===== src/rtl/sgf_pkg.sv =====
package sgf_pkg;

   localparam int unsigned GRP_W  = 2;
   localparam int unsigned NSAC_W = 2;
   localparam int unsigned NUM_GRP = 3;

   typedef enum logic [GRP_W-1:0] {
      GRP_S0   = 2'd0,
      GRP_S1   = 2'd1,
      GRP_NS1  = 2'd2,
      GRP_RSVD = 2'd3
   } grp_e;

   // Admission decision for one interrupt
   function automatic logic admit_f(input grp_e req, input grp_e cfg,
                                    input logic [NSAC_W-1:0] nsac,
                                    input logic ns, input logic sec_dis);
      grp_e eff;
      eff = req;
      if (req == GRP_RSVD) return 1'b0;
      if (cfg == GRP_S0 && req == GRP_S1) eff = GRP_S0;
      if (eff == GRP_S0 && cfg != GRP_S0) return 1'b0;
      if (ns && !sec_dis) begin
         if (cfg == GRP_S0 && nsac < NSAC_W'(1)) return 1'b0;
         if (cfg == GRP_S1 && nsac < NSAC_W'(2)) return 1'b0;
      end
      return 1'b1;
   endfunction

endpackage


===== src/rtl/sgf_lane.sv =====
module sgf_lane
   import sgf_pkg::*;
(
   input  logic              sel_i,
   input  logic [GRP_W-1:0]  req_grp_i,
   input  logic              req_ns_i,
   input  logic              sec_dis_i,
   input  logic [GRP_W-1:0]  cfg_grp_i,
   input  logic [NSAC_W-1:0] nsac_i,
   output logic              accept_o
);

   grp_e req_g;
   grp_e cfg_g;

   always_comb begin
      req_g    = grp_e'(req_grp_i);
      cfg_g    = grp_e'(cfg_grp_i);
      accept_o = sel_i && admit_f(req_g, cfg_g, nsac_i, req_ns_i, sec_dis_i);
   end

   always_comb begin

      grp_mismatch_chk: assert (!(sel_i && req_g == GRP_S0 && cfg_g != GRP_S0) || !accept_o);

      nsac_level_chk: assert (!(sel_i && req_ns_i && !sec_dis_i && cfg_g == GRP_S1
                                && nsac_i < NSAC_W'(2)) || !accept_o);
   end

endmodule


===== src/rtl/sgf_elig.sv =====
module sgf_elig
   import sgf_pkg::*;
#(
   parameter int unsigned N_GRP = NUM_GRP
) (
   input  logic             clk_i,
   input  logic             rst_ni,
   input  logic             low_power_i,
   input  logic [N_GRP-1:0] grp_en_i,
   input  logic [N_GRP-1:0] block_i,
   output logic [N_GRP-1:0] elig_o
);

   logic [N_GRP-1:0] elig_d;

   for (genvar g = 0; g < N_GRP; g++) begin : g_grp
      assign elig_d[g] = !low_power_i && grp_en_i[g] && !block_i[g];
   end

   always_ff @(posedge clk_i) begin
      if (!rst_ni) elig_o <= '0;
      else         elig_o <= elig_d;
   end


   low_power_chk: assert property (@(posedge clk_i) disable iff (!rst_ni)
      $past(low_power_i) |-> elig_o == '0);


   block_chk: assert property (@(posedge clk_i) disable iff (!rst_ni)
      (elig_o & $past(block_i)) == '0);

endmodule


===== src/rtl/sgf_filter.sv =====
module sgf_filter
   import sgf_pkg::*;
#(
   parameter int unsigned NUM_IRQ = 16,
   parameter int unsigned ID_W    = 5
) (
   input  logic                      clk_i,
   input  logic                      rst_ni,
   input  logic                      sec_dis_i,
   input  logic                      req_valid_i,
   input  logic [ID_W-1:0]           req_id_i,
   input  logic [GRP_W-1:0]          req_grp_i,
   input  logic                      req_ns_i,
   input  logic [NUM_IRQ*GRP_W-1:0]  cfg_grp_i,
   input  logic [NUM_IRQ*NSAC_W-1:0] nsac_i,
   input  logic [NUM_IRQ-1:0]        clr_mask_i,
   input  logic                      low_power_i,
   input  logic [NUM_GRP-1:0]        grp_en_i,
   input  logic [NUM_GRP-1:0]        block_i,
   output logic [NUM_IRQ-1:0]        set_pend_o,
   output logic [NUM_IRQ-1:0]        clr_pend_o,
   output logic                      reeval_o,
   output logic [NUM_GRP-1:0]        elig_o
);

   localparam int unsigned ID_SPAN = 1 << ID_W;

   if (NUM_IRQ < 1 || NUM_IRQ > ID_SPAN) begin : g_bad_cfg
      $error("sgf_filter: NUM_IRQ must lie in 1..2**ID_W");
   end

   logic [NUM_IRQ-1:0] hit;

   for (genvar gi = 0; gi < NUM_IRQ; gi++) begin : g_lane
      sgf_lane u_lane (
         .sel_i     (req_valid_i && req_id_i == ID_W'(gi)),
         .req_grp_i (req_grp_i),
         .req_ns_i  (req_ns_i),
         .sec_dis_i (sec_dis_i),
         .cfg_grp_i (cfg_grp_i[gi*GRP_W +: GRP_W]),
         .nsac_i    (nsac_i[gi*NSAC_W +: NSAC_W]),
         .accept_o  (hit[gi])
      );
   end

   always_ff @(posedge clk_i) begin
      if (!rst_ni) begin
         set_pend_o <= '0;
         clr_pend_o <= '0;
         reeval_o   <= 1'b0;
      end else begin
         set_pend_o <= hit;
         clr_pend_o <= clr_mask_i & ~hit;
         reeval_o   <= |hit;
      end
   end

   sgf_elig #(.N_GRP(NUM_GRP)) u_elig (
      .clk_i       (clk_i),
      .rst_ni      (rst_ni),
      .low_power_i (low_power_i),
      .grp_en_i    (grp_en_i),
      .block_i     (block_i),
      .elig_o      (elig_o)
   );


   id_range_chk: assert property (@(posedge clk_i) disable iff (!rst_ni)
      $past(req_valid_i && ({1'b0, req_id_i} >= (ID_W+1)'(NUM_IRQ))) |-> set_pend_o == '0);


   strobe_onehot_chk: assert property (@(posedge clk_i) disable iff (!rst_ni)
      $onehot0(set_pend_o));


   strobe_cause_chk: assert property (@(posedge clk_i) disable iff (!rst_ni)
      (|set_pend_o) |-> $past(req_valid_i));


   clr_source_chk: assert property (@(posedge clk_i) disable iff (!rst_ni)
      (clr_pend_o & ~$past(clr_mask_i)) == '0);

endmodule


===== config.mk =====
export PLATFORM = sky130hd
export DESIGN_NAME = sgf_filter
export DESIGN_NICKNAME = d
export VERILOG_FILES = /design/src/rtl/sgf_pkg.sv /design/src/rtl/sgf_lane.sv /design/src/rtl/sgf_elig.sv /design/src/rtl/sgf_filter.sv
export SDC_FILE = /design/constraint.sdc
export NUM_CORES = 1
export LEC_CHECK = 0
export CORE_MARGIN = 2
export CORE_UTILIZATION = 35
export CTS_CLUSTER_DIAMETER = 60
export DETAILED_ROUTE_END_ITERATION = 10
export GPL_TIMING_DRIVEN = 0
export PLACE_DENSITY = 0.91
export SLEW_MARGIN = 10
export SYNTH_ARGS = -nofsm -noshare
export SYNTH_HDL_FRONTEND = slang
export SYNTH_HIERARCHICAL = 1
export SYNTH_SLANG_ARGS = --single-unit

===== constraint.sdc =====
create_clock -name clk_i -period 1.8 [get_ports clk_i]
set_input_delay 0.27 -clock clk_i [delete_from_list [all_inputs] [get_ports clk_i]]
set_output_delay 0.27 -clock clk_i [all_outputs]
set_load 0.05 [all_outputs]

Word-level counts from Yosys, hierarchy flattened
Cells that the tools add are included.

word-level totals
  input bits = 99
  logic and storage cells = 567
  bits in registers = 36

operators by class
  bitwise gates (word level) = 2
  order comparisons = 32
  equality and inequality tests = 33
  muxes and demuxes = 338
  reduce and logical (&&, ||, !) cells = 158

operators with widths
  kind                                                 number
  two-way mux 1 bit                                    306
  logical AND 1 bit                                    103
  zero test 2 bit                                      32
  two-way mux 2 bit                                    32
  equality test 5 x 4 -> 1 bit, second input constant  8
  equality test 2 x 1 -> 1 bit, second input constant  17
  < comparator 2 x 1 -> 1 bit, second input constant   16
  < comparator 2 bit, second input constant            16
  nonzero test 2 bit                                   16
  equality test 5 x 3 -> 1 bit, second input constant  4
  AND 16 bit                                           1
  inverter 16 bit                                      1
  OR reduction 16 bit                                  1
  equality test 5 x 2 -> 1 bit, second input constant  2
  equality test 5 x 1 -> 1 bit, second input constant  1
  zero test 1 bit                                      5
  zero test 5 bit                                      1
  equality test 2 bit, second input constant           1

Logic depth before layout (Yosys ltp)
Gate-level depths: netlist (run 1).

  depth after elaboration = 20
  gate-level depth with buffers = 5
  depth with buffers taken out = 5

Cells and area by module
Netlist (run 1), hierarchy kept.

modules (own cells, without submodules)
  module      area each (um2)  times used  cells each
  sgf_filter  1057.3           1           97
  sgf_lane    45.0             16          7
  sgf_elig    97.6             1           6

Worst setup path after synthesis (run 1)
No wires, ideal clock.

  kind = input port to flip-flop
  start = input req_id_i[0]
  end = register reeval_o
  slack = 387 ps
  arrival time = 1332 ps
  required time = 1719 ps
  library setup time = 81 ps
  cell stages on the path = 5
  path buffers = 0
  cells stage by stage = or4b_4 > nor2_1 > and4_1 > nor4_1 > a41oi_1

on the way
  longest elaborated chain between the ends = 4

ends and longest elaborated chain
  item                          RTL line          text
  start, declared               sgf_filter.sv:11  input logic [ID_W-1:0] req_id_i,
  equality test 5 x 4 -> 1 bit  sgf_filter.sv:36  .sel_i (req_valid_i && req_id_i == ID_W'(gi)),
  logical AND 1 bit             sgf_filter.sv:36
  logical AND 1 bit             sgf_lane.sv:19    accept_o = sel_i && admit_f(req_g, cfg_g, nsac_i, req_ns_i, sec_dis_i);
  net hit[8]                    sgf_filter.sv:32  logic [NUM_IRQ-1:0] hit;
  OR reduction 16 bit           sgf_filter.sv:54  reeval_o <= |hit;
  end signal, assigned          sgf_filter.sv:54
  end, declared                 sgf_filter.sv:22  output logic reeval_o,

The timed path passes the listed nets, and every way through them passes these cells.
A chain may end at the register's enable or synchronous reset.

Worst setup path after layout (run 1)
  start = input req_id_i[4]
  end = register reeval_o

on the way
  longest elaborated chain between the ends = 4

ends and longest elaborated chain
  item                 RTL line
  zero test 5 bit      sgf_filter.sv:36
  logical AND 1 bit    sgf_filter.sv:36
  logical AND 1 bit    sgf_lane.sv:19
  net hit[0]           sgf_filter.sv:32
  OR reduction 16 bit  sgf_filter.sv:54

The timed path passes the listed nets, and every way through them passes these cells.

==> flow_summary.yaml, run 1 <==
timing:
  maxSlewViolCount: 0
  worstMarginPinSlew_ns: 0.624
  slew_headroom: 0.584
  fin_setup_tns_ns: 0
  hold_slack_ns: 0.525
  rsz0062_at_grt: "no"
  period_share: 0.982
  setup_slack_ns: 0.0319
  period_needed_ns: 1.77
  hold_violations: 0
  setup_viol: 0
  max_freq_mhz: 566
final_layout:
  drive_above_1_share: 0.0950
  layout_commonest_cell: "clkdlybuf4s50_1"
  final_cell_mix: "clkdlybuf4s50_1, dfxtp_1, nor2_1, nand2_1"
  diodes: 0
  area_growth_pct: 82.3
  fin_nets: 457
synth:
  synth_area_um2: 1880
  synthCells: 215
  netlist.top_cell.by_area: "dfxtp_1"
  synth_cell_types: 21
  synth_warnings: 6
  synth_area_leaders: "dfxtp_1, nor4b_2, and4_1, nor3b_1, nor2_1"
  syn_nets: 314
  ys_seq_area_frac: 0.384
  avgSynthCellArea_um2: 8.72
  synth_top_area_share: 0.384
  ys_ff_latch: 36
setup_path:
  cp.required_ns: 2.00
  cp_data_arrival_time_ns: 1.97
  crit_chain: "clkdlybuf4s50_1, or4b_4, nor3_4, and4_1, nor4_1, a41oi_1"
  critPathMaxFanout: 4
  critPathLaunchType: "input pin"
  max_stage_delay_ns: 0.60
  cp-end-kind: "flop"
  crit_path_top_delay_cell: "or4b_4"
  criticalPathCategory: "input pin to flop"
drt:
  remaining_drc_errors: 0
  postRouteAntennaNets: 0
  via_per_inst: 4.95
  avgRoutedWirePerCell_um: 14.6
  vias: 2120
  routed_wl_mm: 6.26
  drtPass1Iterations: 4
  drt_iter0_markers: 78
global_routing:
  grt_pass1_wl_mm: 9.82
  grt_max_degree: 33
  grt_pass1_vias: 2142
  overflow: 0
  grt_usage: 0.209
  antenna_found_initial: 0
floorplanning:
  die_y_um: 77.2
  start_util: 0.365
  die-area_um2: 5960
  rows: 26
  io_pins: 135
  core_area_um2: 5140
  die_x_um: 77.2
power_and_ir_drop:
  peakVddDrop_mv: 0.335
  pwr_density_cell_nw_per_um2: 560
  leakage_nw: 1.28
clock_network:
  root_buffer: "clkbuf_8"
  cts_tree: "yes"
  cts.sinks: 36
  clock_path_buffers: 2
  cts_hold_buffers: 0
  path_clk_slew_ns: 0.06
  htree_levels: 2
  cts_buffers: 5
place:
  routabilityCongestion: 0.805
  post-place-ws_ns: -0.866
  io_buffers: 134
  dp_hpwl_mm: 5.14
outcome:
  status: "complete, no violations"
flow_run:
  maxCapViolCount: 0
min_path:
  min_from: "clr_mask_i[13]"
  hold_path_depth: 3
  min_to: "clr_pend_o[13]"
  hold_path.class: "input pin to flop"
metal layers:
metal,global-route usage,routed length (µm)
met1,0.220,2310
met2,0.405,3440
met3,0.0494,418
met4,0.0607,96
met5,0,0
sequential cells by signal, indices dropped and copies added (netlist names):
name and count:
clr_pend_o 16, reeval_o 1, set_pend_o 16, u_elig/elig_o 3
cell usage after synthesis:
master and n:
o21ai_1 16, nor3_2 1, a41oi_1 1, nor3b_1 15, o21ai_0 16, nand2b_1 2
inv_2 1, and4_1 16, nor4b_2 16, inv_1 16, nor4_1 4, dfxtp_1 36
and2_1 16, nor2_1 29, or4b_4 1, clkbuf_1 2, and4bb_1 3, nand4b_1 1
nand4bb_1 2, nand2_1 18, nor3_1 3
repair_timing:
item / CTS / global route
gates resized for setup: 11 / 7
endpoints found under the setup margin: 33 / 1
endpoints found under the hold margin: 0 / 0
pin swaps: 1 / 1
setup buffers: 1 / 1
worst max path at each step:
stage	start	endpoint	slack (ns)
after floorplan	req_id_i[0]	reeval_o	0.39
after global placement	sec_dis_i	reeval_o	-0.82
after detailed placement	sec_dis_i	reeval_o	-0.87
after CTS	req_id_i[0]	reeval_o	0.009
after global routing	req_grp_i[1]	reeval_o	0.004
final	req_id_i[4]	reeval_o	0.03
stage by stage:
stage,utilization,total power [mW],area [µm²],std cells
3_3_place_gp,0.643,1.34,3300,419
2_1_floorplan,-,1.02,1880,215
5_1_grt,0.665,2.00,3420,428
6_report,0.665,1.92,3420,428
4_1_cts,0.664,1.93,3410,427
3_5_place_dp,0.643,1.35,3300,419
worst max-delay path, delay by kind of cell:
family | cells | cell delay [ns]
buf+inv | 1 | 0.45
compound gates | 1 | 0.18
simple gates | 4 | 1.07
cells by family after synthesis:
kind of cell / share of synthesized area
AO/OA/AOI/OAI: 0.0901
AND/OR/NAND/NOR: 0.488
flip-flops: 0.384
buffers and inverters: 0.0380
report_power, final:
part | leakage, nW | total (mW) | internal (mW) | switching [mW]
logic | 0.932 | 0.502 | 0.275 | 0.227
clock network | 0.0503 | 0.586 | 0.340 | 0.246
registers | 0.295 | 0.827 | 0.821 | 0.00579
cell type report:
class / instances / area (µm²)
plain buffers: 2 / 7.51
inverters: 17 / 63.8
well taps: 70 / 87.6
clock buffers: 7 / 96.3
multi-input cells: 160 / 1090
flip-flops and latches: 36 / 721
fillers: 439 / 1720
repair buffers: 136 / 1350
No activity file was read; power rests on OpenSTA's default activity.
==> inputs of run 2 (changes only) <==
- GPL_TIMING_DRIVEN: 0 -> unset
==> flow_summary.yaml, run 2 (synthesis gave the netlist of run 1 again) <==
outcome:
  status: "complete, no violations"
setup_path:
  critPathMaxFanout: 22
  cp.required_ns: 1.94
  critPathLaunchType: "input pin"
  critPathCapture: "reeval_o"
  criticalPathCategory: "input pin to flop"
  startpoint: "req_grp_i[1]"
  cp-end-kind: "flop"
  cp_data_arrival_time_ns: 1.90
place:
  dpl-instance-area_um2: 3650
  routabilityCongestion: 0.781
  dp.cells: 456
  post-place-ws_ns: -0.391
  dp_hpwl_mm: 5.59
  io_buffers: 134
power_and_ir_drop:
  pwr_density_cell_nw_per_um2: 516
  peakVddDrop_mv: 0.354
  leakage_nw: 1.51
  power_mw: 1.96
global_routing:
  antenna_found_initial: 0
  grt_pass1_vias: 2356
  grt_pass1_wl_mm: 11.0
  overflow: 0
  grt_usage: 0.229
  grt_max_degree: 23
drt:
  postRouteAntennaNets: 0
  avgRoutedWirePerCell_um: 14.9
  via_per_inst: 4.95
  drt_iter0_markers: 99
  remaining_drc_errors: 0
  vias: 2306
  drtPass1Iterations: 4
  routed_wl_mm: 6.94
floorplanning:
  die-area_um2: 5960
  core_area_um2: 5140
  die_y_um: 77.2
  die_x_um: 77.2
  start_util: 0.365
  io_pins: 135
  rows: 26
timing:
  hold_slack_ns: 0.544
  setup_viol: 0
  hold_violations: 0
  setup_slack_ns: 0.0474
  period_share: 0.974
  fin_setup_tns_ns: 0
  max_freq_mhz: 571
  period_needed_ns: 1.75
  slew_headroom: 0.642
  worstMarginPinSlew_ns: 0.536
  maxSlewViolCount: 0
final_layout:
  diodes: 0
  stdcell_area_um2: 3800
  drive_above_1_share: 0.187
  fin_nets: 494
  n_fill_cell: 421
  fin_util: 0.740
  layout_commonest_cell: "clkdlybuf4s50_1"
  area_growth_pct: 103
  final_cell_mix: "clkdlybuf4s50_1, dfxtp_1, buf_4, nor2_1, nand2_1"
  largestRegisters: "clr_pend_o x16, set_pend_o x16, u_elig/elig_o x3"
  final-instance-count-excl-fill: 466
clock_network:
  clock_path_buffers: 2
  cts_hold_buffers: 0
  cts_tree: "yes"
  cts.sinks: 36
  cts_buffers: 5
  htree_levels: 2
  root_buffer: "clkbuf_8"
  path_clk_slew_ns: 0.06
flow_run:
  maxCapViolCount: 0
min_path:
  hold_path.class: "input pin to flop"
run 2: layout make-up:
cell class	instances	area, µm²	share of cell area
clock buffer	8	90.1	0.0237
inverter	17	63.8	0.0168
multi-input combinational	160	1130	0.297
sequential	36	721	0.190
tap	70	87.6	0.0230
timing repair buffer	175	1710	0.449
run 2: worst min path at each step:
stage	depth (start not counted)	to	startpoint
after floorplan	2	clr_pend_o[13]	clr_mask_i[13]
after CTS	3	clr_pend_o[13]	clr_mask_i[13]
after global placement	1	reeval_o	reeval_o
after global routing	3	clr_pend_o[13]	clr_mask_i[13]
final	3	clr_pend_o[13]	clr_mask_i[13]
after detailed placement	1	reeval_o	reeval_o
run 2: critical path, cell delays in order:
cell,delay (ns)
clkdlybuf4s50_1,0.45
buf_12,0.18
buf_4,0.15
nor2_1,0.08
o21ai_0,0.08
and4_1,0.24
nor4_2,0.30
a41oi_1,0.15
run 2: layer usage:
metal | vias to the layer above | GRT usage | routed length [µm]
met1 | 1037 | 0.249 | 2610
met2 | 124 | 0.447 | 3780
met4 | 0 | 0.0536 | 108
met3 | 12 | 0.0447 | 448
met5 | - | 0 | 0
li1 | 1133 | - | -
run 2: report_power, final:
group / switching (mW) / leakage (nW) / internal [mW]
clock: 0.252 / 0.0455 / 0.312
combinational: 0.248 / 1.17 / 0.325
sequential: 0.00653 / 0.295 / 0.821
run 2: timing repair:
action                                  4_1_cts  5_1_grt
resized for setup                            10        6
endpoints found under the setup margin        1        3
setup buffers                                 1        0
pin swaps                                     3        3
cloned                                        1        1
endpoints found under the hold margin         0        0
==> inputs of run 3 (changes only) <==
- ABC_AREA: unset -> 0
- CORE_ASPECT_RATIO: unset -> 1.75
==> flow_summary.yaml, run 3 (synthesis gave the netlist of run 1 again) <==
outcome:
  status: "complete, no violations"
timing:
  setup_viol: 0
  hold_violations: 0
  worstMarginPinSlew_ns: 0.525
  period_share: 0.944
  max_freq_mhz: 588
  setup_slack_ns: 0.100
  maxSlewViolCount: 0
  slew_headroom: 0.649
  period_needed_ns: 1.70
  hold_slack_ns: 0.528
  rsz0062_at_grt: "no"
power_and_ir_drop:
  leakage_nw: 1.52
  peakVddDrop_mv: 0.283
  pwr_density_cell_nw_per_um2: 551
final_layout:
  diodes: 0
  final_cell_mix: "clkdlybuf4s50_1, dfxtp_1, nor2_1, buf_4, nand2_1"
  layout_commonest_cell: "clkdlybuf4s50_1"
  fin_util: 0.721
  final-instance-count-excl-fill: 437
  largestRegisters: "clr_pend_o x16, set_pend_o x16, u_elig/elig_o x3"
  drive_above_1_share: 0.168
  n_fill_cell: 378
  fin_nets: 480
  area_growth_pct: 100
clock_network:
  root_buffer: "clkbuf_8"
  cts.sinks: 36
  clock_path_buffers: 2
  cts_buffers: 5
  htree_levels: 2
  cts_tree: "yes"
  path_clk_slew_ns: 0.07
global_routing:
  overflow: 0
  grt_pass1_wl_mm: 10.6
  grt_usage: 0.231
  grt_max_degree: 33
  grt_pass1_vias: 2259
  antenna_found_initial: 0
floorplanning:
  core_area_um2: 5210
  start_util: 0.360
  die_y_um: 101
  die_x_um: 59.3
  die-area_um2: 5980
  io_pins: 135
  rows: 35
flow_run:
  maxCapViolCount: 0
drt:
  remaining_drc_errors: 0
  via_per_inst: 5.28
  postRouteAntennaNets: 0
  drtPass1Iterations: 4
  avgRoutedWirePerCell_um: 15.6
  drt_iter0_markers: 45
  routed_wl_mm: 6.82
  vias: 2306
setup_path:
  critPathMaxFanout: 1
  cp-end-kind: "primary output"
  critPathBufInv: 1
  crit_chain: "clkdlybuf4s50_1"
  cp_data_arrival_time_ns: 1.43
  path_delay_family: "buffers and inverters"
  crit_path_top_delay_cell: "clkdlybuf4s50_1"
  critPathLaunchType: "flop"
  max_stage_delay_ns: 0.82
  criticalPathCategory: "flop to primary output"
  cp.required_ns: 1.53
place:
  dp_hpwl_mm: 5.32
  routabilityCongestion: 0.879
  io_buffers: 134
  dp.cells: 427
  post-place-ws_ns: -0.314
min_path:
  hold_path.class: "input pin to flop"
## run 3: cell count changes in the layout (fill, tap and decap cells not counted), sizes merged
cell | before | now
buf | 42 | 27
dlygate4sd2 | 4 | 0
dlymetal6s2s | 1 | 5
clkbuf | 8 | 5
bufinv | 0 | 1
clkdlybuf4s50 | 128 | 129
clkinv | 0 | 1
clkinvlp | 0 | 1
## run 3: what timing repair did
action,CTS,global route
resized for setup,1,23
setup endpoints to repair,1,3
pin swaps,0,8
setup buffers,0,2
hold buffers,0,0
endpoints found under the hold margin,0,0
## run 3: layout make-up
cell class / count / area, µm² / share of cell area
repair buffers: 161 / 1610 / 0.428
multi-input cells: 160 / 1180 / 0.315
flip-flops and latches: 36 / 721 / 0.192
clock buffers: 5 / 68.8 / 0.0183
well taps: 55 / 68.8 / 0.0183
inverters: 17 / 63.8 / 0.0170
clock inverters: 3 / 42.5 / 0.0113
## run 3: path summary, 6_finish.rpt
path / startpoint / cells past startpoint / end / slack [ns]
hold / removal: clr_mask_i[13] / 3 / clr_pend_o[13] / 0.53
setup / recovery: set_pend_o[15] / 1 / set_pend_o[15] / 0.10
## run 3: through the flow
step	total power, mW	setup TNS, ns	area, µm²
2_1_floorplan	1.02	0	1880
3_3_place_gp	1.37	-1.40	3520
3_5_place_dp	1.38	-2.39	3520
4_1_cts	2.06	0	3630
5_1_grt	2.15	0	3760
6_report	2.07	0	3760
## run 3: metal layers
layer,global-route usage,share of wire
met1,0.235,0.32
met2,0.415,0.58
met3,0.0205,0.039
met4,0.168,0.056
met5,0,0
## run 3: power by group
group | leakage, nW | internal (mW) | total [mW] | switching, mW
registers | 0.295 | 0.820 | 0.826 | 0.00576
clock network | 0.0541 | 0.409 | 0.686 | 0.276
logic | 1.17 | 0.313 | 0.562 | 0.249
total | 1.52 | 1.54 | 2.07 | 0.531
